===== src/rtl/mc_ctrl_pkg.sv =====
package mc_ctrl_pkg;

    localparam int ST_W = 4;

    typedef enum logic [ST_W-1:0] {
        ST_FETCH  = 4'd0,
        ST_DECODE = 4'd1,
        ST_ADR_LD = 4'd2,
        ST_MRD    = 4'd3,
        ST_LDWB   = 4'd4,
        ST_ADR_ST = 4'd5,
        ST_MWR    = 4'd6,
        ST_REXE   = 4'd7,
        ST_RWB    = 4'd8,
        ST_BR     = 4'd9,
        ST_JMP    = 4'd10
    } st_e;

    typedef struct packed {
        logic       ram_rd_en;
        logic       ram_wr_en;
        logic       ram_addr_data;
        logic       ir_ld;
        logic       pc_ld;
        logic       pc_ld_eq;
        logic       rf_wr_en;
        logic       rf_dst_rd;
        logic       rf_src_mem;
        logic       opa_sel;
        logic [1:0] opb_sel;
        logic [1:0] alu_fn;
        logic [1:0] pc_next_sel;
    } ctrl_t;

    localparam logic [1:0] OPB_REG   = 2'b00;
    localparam logic [1:0] OPB_FOUR  = 2'b01;
    localparam logic [1:0] OPB_IMM   = 2'b10;
    localparam logic [1:0] OPB_SHIMM = 2'b11;

    localparam logic [1:0] FN_ADD  = 2'b00;
    localparam logic [1:0] FN_SUB  = 2'b01;
    localparam logic [1:0] FN_FUNC = 2'b10;

    localparam logic [1:0] PCS_ALU  = 2'b00;
    localparam logic [1:0] PCS_TGT  = 2'b01;
    localparam logic [1:0] PCS_JUMP = 2'b10;

    function automatic logic is_last(st_e s);
        return (s == ST_LDWB) || (s == ST_MWR) || (s == ST_RWB) ||
               (s == ST_BR)   || (s == ST_JMP);
    endfunction

endpackage


===== src/rtl/mc_ctrl_next.sv =====
module mc_ctrl_next
    import mc_ctrl_pkg::*;
#(
    parameter int             OP_W  = 6,
    parameter logic [OP_W-1:0] OP_LD = 6'h23,
    parameter logic [OP_W-1:0] OP_ST = 6'h2B,
    parameter logic [OP_W-1:0] OP_RR = 6'h00,
    parameter logic [OP_W-1:0] OP_BR = 6'h04,
    parameter logic [OP_W-1:0] OP_JP = 6'h02
) (
    input  st_e             cur,
    input  logic [OP_W-1:0] opcode,
    output st_e             nxt
);
    always_comb begin
        nxt = ST_FETCH;
        if (is_last(cur)) begin
            nxt = ST_FETCH;
        end else begin
            unique case (cur)
                ST_FETCH:  nxt = ST_DECODE;
                ST_DECODE: begin
                    if      (opcode == OP_LD) nxt = ST_ADR_LD;
                    else if (opcode == OP_ST) nxt = ST_ADR_ST;
                    else if (opcode == OP_RR) nxt = ST_REXE;
                    else if (opcode == OP_BR) nxt = ST_BR;
                    else if (opcode == OP_JP) nxt = ST_JMP;
                    else                      nxt = ST_FETCH;
                end
                ST_ADR_LD: nxt = ST_MRD;
                ST_MRD:    nxt = ST_LDWB;
                ST_ADR_ST: nxt = ST_MWR;
                ST_REXE:   nxt = ST_RWB;
                default:   nxt = ST_FETCH;
            endcase
        end
    end
endmodule


===== src/rtl/mc_ctrl_out.sv =====
module mc_ctrl_out
    import mc_ctrl_pkg::*;
(
    input  st_e   cur,
    output ctrl_t ctl
);
    always_comb begin
        ctl = '0;
        unique case (cur)
            ST_FETCH: begin
                ctl.ram_rd_en   = 1'b1;
                ctl.ir_ld       = 1'b1;
                ctl.pc_ld       = 1'b1;
                ctl.opb_sel     = OPB_FOUR;
                ctl.alu_fn      = FN_ADD;
                ctl.pc_next_sel = PCS_ALU;
            end
            ST_DECODE: begin
                ctl.opb_sel = OPB_SHIMM;
                ctl.alu_fn  = FN_ADD;
            end
            ST_ADR_LD, ST_ADR_ST: begin
                ctl.opa_sel = 1'b1;
                ctl.opb_sel = OPB_IMM;
                ctl.alu_fn  = FN_ADD;
            end
            ST_MRD: begin
                ctl.ram_rd_en     = 1'b1;
                ctl.ram_addr_data = 1'b1;
            end
            ST_LDWB: begin
                ctl.rf_wr_en   = 1'b1;
                ctl.rf_src_mem = 1'b1;
            end
            ST_MWR: begin
                ctl.ram_wr_en     = 1'b1;
                ctl.ram_addr_data = 1'b1;
            end
            ST_REXE: begin
                ctl.opa_sel = 1'b1;
                ctl.opb_sel = OPB_REG;
                ctl.alu_fn  = FN_FUNC;
            end
            ST_RWB: begin
                ctl.rf_wr_en  = 1'b1;
                ctl.rf_dst_rd = 1'b1;
            end
            ST_BR: begin
                ctl.opa_sel     = 1'b1;
                ctl.opb_sel     = OPB_REG;
                ctl.alu_fn      = FN_SUB;
                ctl.pc_next_sel = PCS_TGT;
                ctl.pc_ld_eq    = 1'b1;
            end
            ST_JMP: begin
                ctl.pc_ld       = 1'b1;
                ctl.pc_next_sel = PCS_JUMP;
            end
            default: ctl = '0;
        endcase
    end
endmodule


===== src/rtl/mc_ctrl_fsm.sv =====
module mc_ctrl_fsm
    import mc_ctrl_pkg::*;
#(
    parameter int              OP_W  = 6,
    parameter logic [OP_W-1:0] OP_LD = 6'h23,
    parameter logic [OP_W-1:0] OP_ST = 6'h2B,
    parameter logic [OP_W-1:0] OP_RR = 6'h00,
    parameter logic [OP_W-1:0] OP_BR = 6'h04,
    parameter logic [OP_W-1:0] OP_JP = 6'h02
) (
    input  logic            clk,
    input  logic            rst,
    input  logic [OP_W-1:0] opcode,
    output logic [3:0]      state_o,
    output logic            ram_rd_en,
    output logic            ram_wr_en,
    output logic            ram_addr_data,
    output logic            ir_ld,
    output logic            pc_ld,
    output logic            pc_ld_eq,
    output logic            rf_wr_en,
    output logic            rf_dst_rd,
    output logic            rf_src_mem,
    output logic            opa_sel,
    output logic [1:0]      opb_sel,
    output logic [1:0]      alu_fn,
    output logic [1:0]      pc_next_sel
);
    st_e   cur_q;
    st_e   nxt;
    ctrl_t ctl;

    mc_ctrl_next #(
        .OP_W(OP_W), .OP_LD(OP_LD), .OP_ST(OP_ST),
        .OP_RR(OP_RR), .OP_BR(OP_BR), .OP_JP(OP_JP)
    ) u_next (
        .cur(cur_q), .opcode(opcode), .nxt(nxt)
    );

    mc_ctrl_out u_out (
        .cur(cur_q), .ctl(ctl)
    );

    always_ff @(posedge clk) begin
        if (rst) cur_q <= ST_FETCH;
        else     cur_q <= nxt;
    end

    assign state_o       = cur_q;
    assign ram_rd_en     = ctl.ram_rd_en;
    assign ram_wr_en     = ctl.ram_wr_en;
    assign ram_addr_data = ctl.ram_addr_data;
    assign ir_ld         = ctl.ir_ld;
    assign pc_ld         = ctl.pc_ld;
    assign pc_ld_eq      = ctl.pc_ld_eq;
    assign rf_wr_en      = ctl.rf_wr_en;
    assign rf_dst_rd     = ctl.rf_dst_rd;
    assign rf_src_mem    = ctl.rf_src_mem;
    assign opa_sel       = ctl.opa_sel;
    assign opb_sel       = ctl.opb_sel;
    assign alu_fn        = ctl.alu_fn;
    assign pc_next_sel   = ctl.pc_next_sel;
endmodule


===== config.mk =====
export PLATFORM = sky130hd
export DESIGN_NAME = mc_ctrl_fsm
export DESIGN_NICKNAME = d
export VERILOG_FILES = /design/src/rtl/mc_ctrl_pkg.sv /design/src/rtl/mc_ctrl_next.sv /design/src/rtl/mc_ctrl_out.sv /design/src/rtl/mc_ctrl_fsm.sv
export SDC_FILE = /design/constraint.sdc
export NUM_CORES = 1
export LEC_CHECK = 0
export ABC_AREA = 1
export BUFFER_PORTS_ARGS = -buffer_cell sky130_fd_sc_hd__clkbuf_2
export CAP_MARGIN = 10
export CELL_PAD_IN_SITES_DETAIL_PLACEMENT = 0
export CELL_PAD_IN_SITES_GLOBAL_PLACEMENT = 1
export CORE_MARGIN = 8
export CORE_UTILIZATION = 25
export DETAILED_ROUTE_END_ITERATION = 7
export GPL_TIMING_DRIVEN = 0
export HOLD_SLACK_MARGIN = 0.12
export PLACE_DENSITY = 0.73
export SLEW_MARGIN = 20
export SYNTH_ARGS = -nofsm -noshare
export SYNTH_HDL_FRONTEND = slang
export SYNTH_SLANG_ARGS = --single-unit

===== constraint.sdc =====
create_clock -name clk -period 1.2 [get_ports clk]
set_input_delay 0.24 -clock clk [delete_from_list [all_inputs] [get_ports clk]]
set_output_delay 0.24 -clock clk [all_outputs]
set_load 0.1 [all_outputs]

==> impl_metrics.ini <==
[run_status]
status = finished, violations left
violations = negative setup slack

[cells_and_area]
multiInputGateArea_um2 = 490
final_core_util = 0.781
final_layout_size_suffix_gt1_frac = 0.695
largest_reg_flops = 4
area_growth_syn_to_layout_pct = 192
seqCellArea_um2 = 95.1
layout.cells.non_filler = 153
antenna-diode-count = 0
nFillCells = 121
nNetsFinal = 138

[worst_hold_path]
hp-class = in -> reg
worstHoldStart = rst

[logic_synthesis]
avgSynthCellArea_um2 = 5.49
synth_cells = 85
async_flop_share = 0
yosysMostFrequentCell = nor2_1
synth_common_cells = 26 x nor2_1, 12 x nand2_1, 10 x inv_1
synth_edf_count = 0
synth_top_cell_area_share = 0.209
synthTopCellsByArea = nor2_1 21%, dfxtp_1 17%, nand2_1 9.7%
ys_warn_count = 0
synth_ff_type = dfxtp_1
ys_seq_area_frac = 0.172
ys_ff_latch = 4
yosysTopAreaCell = nor2_1
yosysUniqueCellTypes = 19
syn_area_um2 = 467
syn-num-nets = 93

[power_and_ir_drop]
leakagePower_nw = 0.582
irDropWorstVdd_mv = 0.423
total_power_uw = 754
power_density_mw_per_mm2 = 553

[worst_setup_path]
critPathLaunch = state_o[2]
cp.arrival_ps = 1400
crit_slowest_cell = dfxtp_4
cpPeakStageDelay_ps = 360
required_ps = 960
path_class = reg -> out
crit_path_start_kind = register
r2r-start = state_o[0]
crit_fanout = 6
worst_setup_path_end_kind = primary output
worstPathCellList = nor2_4 > inv_4 > nor2_4 > inv_4 > o21ai_4 > clkbuf_16

[floorplanning]
core_area_mm2 = 0.00175
dieArea_mm2 = 0.00351
start_util = 0.267
dieWidth_um = 59.2
fp-row-count = 15
die_y_um = 59.2
ios = 28

[clock_network]
h-tree-depth = 1
clk_pin_slew_ps = 40
tritoncts = yes
clock_path_buffers = 2
cts_made_buffers = 3
cts_hold_buf = 0
root_buffer = clkbuf_4
clk_latency_ps = 250
clock-sinks = 4

[placed_design]
hpwl_um = 1260
dp_worst_setup_slack_ps = -446
port_buffers = 27
dp_cells = 137
place_congestion = 0.795

[routing]
wl_per_cell_um = 14.0
wirelength_um = 2150
drc = 0
ant_nets = 0
drt-initial-drc-count = 12
vias_per_cell = 4.47
drtPass1Iterations = 4
vias = 684

[global_route]
grt_pass1_wl_um = 3240
grt.overflow.total = 0
antenna_found_initial = 0
grt_start_max_net_pins = 8
first_global_vias = 676
grtUsageTotal = 0.123

[timing]
hold_violations = 0
maxSlewHeadroom = 0.735
slew_viol_final = 0
layout_min_cycle_time_ps = 1640
finClkSkew_ps = 4.32
fin_crit_sh = 1.37
rsz0062_at_grt = true
fmax_mhz = 608
postLayoutSetupSlackWorst_ps = -445
setup_viol = 17
setup_total_negative_slack_ps = -5830
tightest_slew_ps = 396

[flow_run]
timing.max_cap.violations = 0
-- report_power, final --
part	internal, mW	switching, mW	total (mW)
Combinational	0.158	0.277	0.436
Sequential	0.132	0.00520	0.137
Clock	0.113	0.0688	0.182
-- area by class of cell --
type | instances | share of cell area
timing repair buffer | 40 | 0.447
multi-input combinational | 63 | 0.360
sequential | 4 | 0.0698
inverter | 16 | 0.0643
tap | 25 | 0.0230
buffer | 2 | 0.0193
clock buffer | 3 | 0.0165
-- routing by layer --
metal  GRT usage  up-vias  wire, µm
met4      0.0410        0        25
met2       0.225       19      1210
li1            -      347         -
met1       0.125      314       784
met3      0.0434        4       121
met5           0        -         0
-- logic make-up after synthesis --
family	synth area share
compound gates	0.0911
buf+inv	0.169
flops	0.172
simple gates	0.568
-- timing repair --
action / in CTS / in global routing
endpoints found under the setup margin: 21 / 21
gates resized for setup: 62 / 10
setup buffers: 7 / 6
pin swaps: 10 / 5
-- through the flow --
| step | instance area (µm²) | hold slack [ps] |
|---|---|---|
| floorplan | 663 | 473 |
| global placement | 830 | 609 |
| finish | 1360 | 387 |
| CTS | 1290 | 367 |
| global route | 1360 | 412 |
| detailed placement | 830 | 609 |
-- critical path: cells and delay by family (launching register included) --
kind                   cells  cell delay [ps]
buffers and inverters      3              380
DFF                        1              360
AOI/OAI and AO/OA          1               70
and+or+nand+nor            2              330
-- placed cells by master, fill, tap and decap left out, drive strengths merged --
cell | synthesis | routed
or2 | 1 | 1
nor2 | 32 | 32
o211ai | 1 | 1
nand3 | 6 | 6
buf | 2 | 16
dfxtp | 4 | 4
clkinv | 0 | 1
clkbuf | 0 | 29
nand2 | 14 | 14
inv | 16 | 15
nand4 | 2 | 2
o21ai | 4 | 4
a21oi | 3 | 3
-- worst paths after layout --
path | end | slack (ps) | cells past startpoint
max | pc_ld | -440 | 6
min | state_o[1] | 390 | 4
max reg2reg | state_o[2] | 30 | 4
min reg2reg | state_o[1] | 760 | 3
Note: power is estimated with default switching activity, not from simulation.
